`config.mk`:
```
export PLATFORM = sky130hd
export DESIGN_NAME = pulse_pair
export DESIGN_NICKNAME = d
export VERILOG_FILES = /design/src/rtl/pulse_pair.sv
export SDC_FILE = /design/constraint.sdc
export NUM_CORES = 1
export LEC_CHECK = 0
export BUFFER_PORTS_ARGS = -buffer_cell sky130_fd_sc_hd__buf_2
export CAP_MARGIN = 20
export CORE_MARGIN = 5
export CORE_UTILIZATION = 40
export CTS_BUF_LIST = sky130_fd_sc_hd__clkbuf_8
export DETAILED_ROUTE_END_ITERATION = 8
export PLACE_DENSITY_LB_ADDON = 0.1
export SLEW_MARGIN = 15
export SYNTH_ARGS = -nofsm -noshare
export SYNTH_HDL_FRONTEND = slang
export SYNTH_SLANG_ARGS = --single-unit
export TNS_END_PERCENT = 30
```
`constraint.sdc`:
```
create_clock -name clk -period 2.4 [get_ports clk]
set_input_delay 0.48 -clock clk [delete_from_list [all_inputs] [get_ports clk]]
set_output_delay 0.48 -clock clk [all_outputs]
set_load 0.05 [all_outputs]
```
`src/rtl/pulse_pair.sv`:
```
module pulse_pair #(
  parameter int W      = 8,
  parameter int TB_DIV = 40
) (
  input  logic         clk,
  input  logic         rst_n,
  input  logic         wr_en,
  input  logic [2:0]   wr_addr,
  input  logic [W-1:0] wr_data,
  output logic         out0,
  output logic         out1,
  output logic         irq0,
  output logic         irq1
);
  localparam int TBW = (TB_DIV > 1) ? $clog2(TB_DIV) : 1;

  logic [W-1:0] lo0, hi0, lo1, hi1, cnt0, cnt1;
  logic         en0, en1, ie0, ie1, fl0, fl1;
  logic [1:0]   mode;
  logic [2:0]   sel;
  logic [3:0]   div;
  logic [TBW-1:0] tb;
  logic         tick;

  wire is16  = (mode == 2'd1);
  wire ispre = (mode == 2'd2);
  wire run0  = ispre ? en1 : en0;
  wire run1  = !is16 && en1;
  wire zero0 = (cnt0 == '0) && (!is16 || cnt1 == '0);
  wire uf0   = run0 && tick && zero0;
  wire tick1 = ispre ? uf0 : tick;
  wire uf1   = run1 && tick1 && (cnt1 == '0);

  always_ff @(posedge clk or negedge rst_n)
    if (!rst_n) begin
      div <= '0;
      tb  <= '0;
    end else begin
      div <= div + 4'd1;
      tb  <= (tb == TBW'(TB_DIV - 1)) ? '0 : tb + TBW'(1);
    end

  always_comb
    case (sel)
      3'd0:    tick = 1'b1;
      3'd1:    tick = div[0];
      3'd2:    tick = &div[1:0];
      3'd3:    tick = &div[2:0];
      3'd4:    tick = &div;
      3'd5:    tick = (tb == TBW'(TB_DIV - 1));
      default: tick = 1'b0;
    endcase

  always_ff @(posedge clk or negedge rst_n)
    if (!rst_n) begin
      lo0 <= '0; hi0 <= '0; lo1 <= '0; hi1 <= '0;
      en0 <= 1'b0; en1 <= 1'b0; mode <= '0; sel <= '0;
      ie0 <= 1'b0; ie1 <= 1'b0; fl0 <= 1'b0; fl1 <= 1'b0;
    end else begin
      if (wr_en)
        case (wr_addr)
          3'd0: lo0 <= wr_data;
          3'd1: hi0 <= wr_data;
          3'd2: lo1 <= wr_data;
          3'd3: hi1 <= wr_data;
          3'd4: {sel, mode, en1, en0} <= wr_data[6:0];
          3'd5: {ie1, ie0} <= wr_data[1:0];
          default: ;
        endcase
      if (uf0 && out0 && !ispre)                    fl0 <= 1'b1;
      else if (wr_en && wr_addr == 3'd5 && wr_data[4]) fl0 <= 1'b0;
      if (uf1 && out1)                              fl1 <= 1'b1;
      else if (wr_en && wr_addr == 3'd5 && wr_data[5]) fl1 <= 1'b0;
    end

  always_ff @(posedge clk or negedge rst_n)
    if (!rst_n) begin
      cnt0 <= '0;
      out0 <= 1'b0;
    end else begin
      if (!run0) begin
        cnt0 <= lo0;
        out0 <= 1'b0;
      end else if (tick) begin
        if (zero0) begin
          cnt0 <= (ispre || out0) ? lo0 : hi0;
          out0 <= !out0;
        end else begin
          cnt0 <= cnt0 - 1'b1;
        end
      end
      if (ispre) out0 <= 1'b0;
    end

  always_ff @(posedge clk or negedge rst_n)
    if (!rst_n) begin
      cnt1 <= '0;
      out1 <= 1'b0;
    end else if (is16) begin
      out1 <= 1'b0;
      if (!run0)
        cnt1 <= lo1;
      else if (tick) begin
        if (zero0)              cnt1 <= out0 ? lo1 : hi1;
        else if (cnt0 == '0)    cnt1 <= cnt1 - 1'b1;
      end
    end else if (!run1) begin
      cnt1 <= lo1;
      out1 <= 1'b0;
    end else if (tick1) begin
      if (cnt1 == '0) begin
        cnt1 <= out1 ? lo1 : hi1;
        out1 <= !out1;
      end else begin
        cnt1 <= cnt1 - 1'b1;
      end
    end

  assign irq0 = fl0 && ie0;
  assign irq1 = fl1 && ie1;
endmodule

```
# Yosys cells after proc, flatten, opt, wreduce, memory -nomap -nowiden
# Index checks and enable logic that the tools add are counted.
[word_totals]
ff_bits = 71
input_bits = 14
output_inout_bits = 4
wordCells = 110
[op_classes]
add_sub_neg = 4
n_eq_ne = 20
muxes = 30
n_reduce_logical = 38
[ops]
columns = ["cell", "count"]
rows = [
  ["8-bit two-way mux", 14],
  ["2-bit AND reduction", 9],
  ["8-bit logical NOT", 2],
  ["8-bit by 1-bit subtractor with 8-bit output, second input constant", 2],
  ["1-bit logical AND", 14],
  ["1-bit two-way mux", 14],
  ["3-bit by 2-bit == test with 1-bit output, second input constant", 4],
  ["3-bit == test, second input constant", 4],
  ["3-bit by 2-bit inequality test with 1-bit output, second input constant", 3],
  ["6-bit by 1-bit adder with 6-bit output, second input constant", 1],
  ["3-bit by 1-bit == test with 1-bit output, second input constant", 2],
  ["6-bit == test, second input constant", 1],
  ["3-bit logical NOT", 2],
  ["6-bit two-way mux", 1],
  ["3-bit inequality test, second input constant", 2],
  ["1-bit case mux with 6 select lines", 1],
  ["3-bit AND reduction", 2],
  ["4-bit by 1-bit adder with 4-bit output, second input constant", 1],
  ["1-bit logical NOT", 4],
  ["4-bit by 2-bit inequality test with 1-bit output, second input constant", 1],
  ["4-bit AND reduction", 1],
  ["2-bit nonzero test", 2],
  ["2-bit by 1-bit == test with 1-bit output, second input constant", 1],
  ["2-bit == test, second input constant", 1],
  ["2 further kinds", 3],
]

# Longest topological paths before layout
[logic_depth]
ltp_word = 10
depth_mapped = 8
depth_no_buf = 7

# Worst setup path before layout
# Ideal clock, no wire load.
[synth_path]
path_type = "reg2reg"
startpoint = "reg div[0]"
endpoint = "reg cnt1[2]"
setup_time_ps = 129
arrival_time_ps = 2043
t_required_ps = 2271
slack_ps = 228
stages_incl_launch_ff = 9
n_path_buf = 1
period_less_slack_ps = 2172
path_cell_list = "dfrtp_1 > ha_1 > ha_1 > nor2b_1 > a221oi_1 > o211ai_2 > and2_1 > buf_6 > o41a_1"
[synth_via]
elab_chain_len = 7
word_cells_on_any_way = 10
classes_between = "eq/ne (2); mux (2); reduce/logical (6)"
[synth_rtl]
columns = ["element", "line", "source"]
rows = [
  ["from (decl)", "21", "logic [3:0] div;"],
  ["from (signal assigned)", "39", "div <= div + 4'd1;"],
  ["4-bit AND reduction (tied with other cells)", "49", "3'd4: tick = &div;"],
  ["1-bit case mux with 6 select lines *", "44", "case (sel)"],
  ["1-bit logical AND (2 in a row)", "30", "wire uf0 = run0 && tick && zero0;"],
  ["1-bit two-way mux", "31", "wire tick1 = ispre ? uf0 : tick;"],
  ["3-bit by 2-bit inequality test with 1-bit output (no source line)", "--", ""],
  ["3-bit AND reduction (no source line) *", "--", ""],
  ["to (signal assigned)", "102", "cnt1 <= lo1;"],
  ["to (signal assigned)", "104", "if (zero0) cnt1 <= out0 ? lo1 : hi1;"],
  ["to (signal assigned)", "105", "else if (cnt0 == '0) cnt1 <= cnt1 - 1'b1;"],
  ["to (decl)", "17", "logic [W-1:0] lo0, hi0, lo1, hi1, cnt0, cnt1;"],
]
# Every way passes the cells marked *; elsewhere a longest branch is shown, timed or not.
# A chain may end at the register's enable or synchronous reset.

# Worst setup path after layout
[layout_path]
startpoint = "reg tb[0]"
endpoint = "reg cnt1[6]"
[layout_via]
elab_chain_len = 7
word_cells_on_any_way = 8
classes_between = "eq/ne (3); mux (2); reduce/logical (3)"
[layout_rtl]
columns = ["element", "line", "source"]
rows = [
  ["from (decl)", "22", "logic [TBW-1:0] tb;"],
  ["from (signal assigned)", "40", "tb <= (tb == TBW'(TB_DIV - 1)) ? '0 : tb + TBW'(1);"],
  ["6-bit == test *", "50", "3'd5: tick = (tb == TBW'(TB_DIV - 1));"],
  ["1-bit case mux with 6 select lines *", "44", ""],
  ["1-bit logical AND (2 in a row)", "30", ""],
  ["1-bit two-way mux", "31", ""],
  ["3-bit by 2-bit inequality test with 1-bit output (no source line)", "--", ""],
  ["3-bit AND reduction (no source line) *", "--", ""],
]
# Marked as above.

==> summary.md <==
| Metric | Value |
|---|---|
| Result of the run | `completed` |
| Power density over the cells | `between 900 and 1000 nW/um^2` |
| Number of iterations in the first detailed-routing pass | `5` |
| DR WL met3 | `686 um` |
| Met2 wirelength from detailed routing | `4730 um` |
| Routed Wire Length | `11300 um` |
| Summed instance area of the synthesized netlist | `between 4000 and 5000 um^2` |
| Required time reported for the critical path endpoint | `2.63 ns` |
| Worst skew pair latency | `roughly 0.35 ns` |
| Final Hold Violating Endpoints | `0` |
| Internal reg-to-reg setup slack | `0.14 ns` |
| Fraction of final layout cells with drive strength greater than 1 | `about a quarter` |
| Count of hold buffers inserted by post-cts repair | `0` |
| Storage cell area | `between 1500 and 2000 um^2` |
| Count of inserted antenna diode cells | `0` |
| Critical Path Source Type | `register` |
| Filler instances | `982` |
| Max cap viols | `0` |
| Number of rows in the core area | `36` |
| Final net count | `460` |
| Mean instance size in the synthesized netlist | `between 10 and 15 um^2` |
| Die Footprint | `around 12000 um^2` |
| Global route overflow | `0` |
| Final worst path period share | `94.1%` |
| Via count | `3366` |
| Maximum fanout encountered on the critical timing path | `8` |
| Main flop type after synthesis | `sky130_fd_sc_hd__dfrtp_1` |
| Sum of negative setup slack | `0 ns` |
| Detail-routed net length per standard cell | `19.6 um` |
| Gp weighted congestion | `0.972` |
| Final hold slack | `about 0.065 ns` |
| DP Area | `around 4400 um^2` |
| TritonCTS clock tree | `yes` |
| Kind of critical path | `reg2reg` |
| Sink count of the clock tree | `71` |
| Horizontal extent of the die | `111 um` |
| CTS Root Buffer Type | `sky130_fd_sc_hd__clkbuf_8` |
| Final HPWL from detailed placement | `between 8000 and 9000 um` |
| Via density per instance | `between 5 and 6` |
| Leakage power | `roughly 1.9 nW` |
| Final min period | `between 2 and 2.5 ns` |
| # setup viols final | `0` |
| Maximum number of pins on one net before global-route repair | `40` |
| Clock buffer count from CTS | `9` |
| Worst reg2reg endpoint | `cnt1[6]` |
| Total power of the final layout | `4.59 mW` |
| Tightest Pin Transition | `0.608 ns` |
| GRT Resource Usage Total | `18.5%` |
| Design Area, Final | `4670 um^2` |
| Syn Inst Count | `398` |
| Multi-input gate area in the final layout | `2160 um^2` |
| Placeable core area | `slightly below 10000 um^2` |
| Fmax achieved | `443 MHz` |
| Arrival time of data at the critical path endpoint | `2.49 ns` |
| CTS max path bufs | `2` |
| Via count of the first global-routing pass | `~3200` |
| Class of the tightest hold or removal check | `in2async` |
| Clock edge transition at the registers on the reported setup and hold paths | `0.09 ns` |
| Most common cell after layout, fill and taps aside | `sky130_fd_sc_hd__dfrtp_1` |
| Share of the synthesized area in the top cell type | `43.9%` |
| Number of synthesized register bits | `71` |
| Async set-reset flop share out of synthesis | `100%` |
| Type of destination of the critical path | `register` |
| Dpl cells | `560` |
| Library cells used by synthesis | `58` |
| Biggest area consumer among synthesized cells | `sky130_fd_sc_hd__dfrtp_1` |
| Sequential area share after synthesis | `between 40% and 50%` |
| Total of buffers placed on input and output ports | `17` |
| RSZ-0062 raised after global routing | `false` |
| Critical register-to-register path startpoint | `tb[0]` |
| Die H | `around 110 um` |
| Worst voltage drop across the vdd grid | `around 0.47 mV` |
| Most frequent cells in the layout | `sky130_fd_sc_hd__dfrtp_1, sky130_fd_sc_hd__mux2_2, sky130_fd_sc_hd__nand2_1, sky130_fd_sc_hd__buf_4, sky130_fd_sc_hd__nand3_1` |
| Syn_nets | `420` |
| Final antenna-violating net count | `0` |
| Headroom to the max-slew limit | `59.3%` |
| DRC viols | `0` |
| Count of flip-flops with a built-in enable after synthesis | `0` |
| Number of top-level design ports | `18` |
| Synth-to-Final Area Change | `15.4%` |
| Fin. max-slew vios | `0` |
| Max Used Layer | `met4` |
| Top post-synthesis cells by area | `sky130_fd_sc_hd__dfrtp_1, sky130_fd_sc_hd__mux2_2, sky130_fd_sc_hd__nand2_1, sky130_fd_sc_hd__nand3_1, sky130_fd_sc_hd__ha_1` |
| Initial antenna violation count | `0` |
| Largest clock skew in the final design | `0.0111 ns` |
| Yosys warns | `0` |
| Count of placed standard cells in the final layout, fillers left out | `576` |
| Initial standard-cell utilization of the core | `41.2%` |
| Met1 wire length | `between 5000 and 6000 um` |
| First-iteration detailed-routing DRC count | `358` |
| R2R depth | `6` |
| Wire length of the first global-routing pass | `18200 um` |
| Depth of the CTS H-tree | `3` |
## critical path, cell delays in order (launching register included)
cell and delay (ns):
sky130_fd_sc_hd__dfrtp_1 0.40, sky130_fd_sc_hd__ha_1 0.21, sky130_fd_sc_hd__or3b_1 0.41, sky130_fd_sc_hd__o211ai_2 0.26, sky130_fd_sc_hd__o211ai_2 0.12, sky130_fd_sc_hd__and2_1 0.28, sky130_fd_sc_hd__o41ai_1 0.46
## where the power goes
group / internal, mW / switching, mW / leakage, nW
sequential: 1.49 / 0.323 / 0.864
combinational: 0.791 / 0.990 / 0.936
clock: 0.505 / 0.487 / 0.104
## metrics by stage
step                util, %  setup WS, ns
floorplan                 -         0.228
global placement       45.3         0.159
detailed placement     45.3         0.153
CTS                    47.3         0.109
global route           47.5        0.0148
finish                 47.5         0.141
## Yosys cell counts, types with 8 or more instances
cell                       instances
sky130_fd_sc_hd__nor3_1           10
sky130_fd_sc_hd__o21ai_0          18
sky130_fd_sc_hd__nor2_1           20
sky130_fd_sc_hd__a21oi_1          14
sky130_fd_sc_hd__dfrtp_1          71
sky130_fd_sc_hd__ha_1              8
sky130_fd_sc_hd__nand3_1          22
sky130_fd_sc_hd__inv_1            11
sky130_fd_sc_hd__mux2_2           42
sky130_fd_sc_hd__nand2_1          35
sky130_fd_sc_hd__a31oi_1          11
sky130_fd_sc_hd__clkbuf_1         12
sky130_fd_sc_hd__o31ai_1          10
## state kept, by name, summed over array words and instances (netlist names), 2 cells and up
signal and cells:
sel 3, hi0 8, lo1 8, hi1 8
cnt1 8, lo0 8, mode 2, cnt0 8
tb 6, div 4
## layer usage
metal | up-vias | track usage [%]
met4 | 0 | 5.75
met2 | 133 | 25.4
li1 | 1569 | -
met5 | - | 0
met3 | 14 | 4.27
met1 | 1650 | 28.6
## timing repair
action,in CTS,in global routing
setup buffers,0,0
resized for setup,0,4
setup endpoints to repair,0,8
## cell type report
type / count / area share [%]
well taps: 133 / 3.57
multi-input cells: 298 / 46.3
clock buffers: 10 / 2.95
repair buffers: 46 / 6.81
inverters: 12 / 0.965
clock inverters: 6 / 1.29
flip-flops and latches: 71 / 38.1
## cell families after synthesis
group                      count (synthesis)  share of synthesized area [%]
muxes                                     48                           13.2
and+or+nand+nor                          136                           18.2
buffers and inverters                     29                           3.16
DFF                                       71                           43.9
adders and majority gates                  8                           2.48
AOI/OAI and AO/OA                         95                           16.7
xor gates and xnor gates                  11                           2.38
## worst max-delay path by stage
| stage | startpoint | endpoint | slack (ns) | depth (start not counted) |
|---|---|---|---|---|
| 3_3_place_gp | tb[0] | cnt1[4] | 0.16 | 6 |
| 3_5_place_dp | tb[0] | cnt1[0] | 0.15 | 6 |
| 2_1_floorplan | div[0] | cnt1[2] | 0.23 | 8 |
| 4_1_cts | tb[0] | cnt1[0] | 0.11 | 6 |
| 5_1_grt | tb[0] | cnt1[4] | 0.01 | 6 |
| 6_report | tb[0] | cnt1[6] | 0.14 | 6 |
Note: power is estimated with default switching activity, not from simulation.
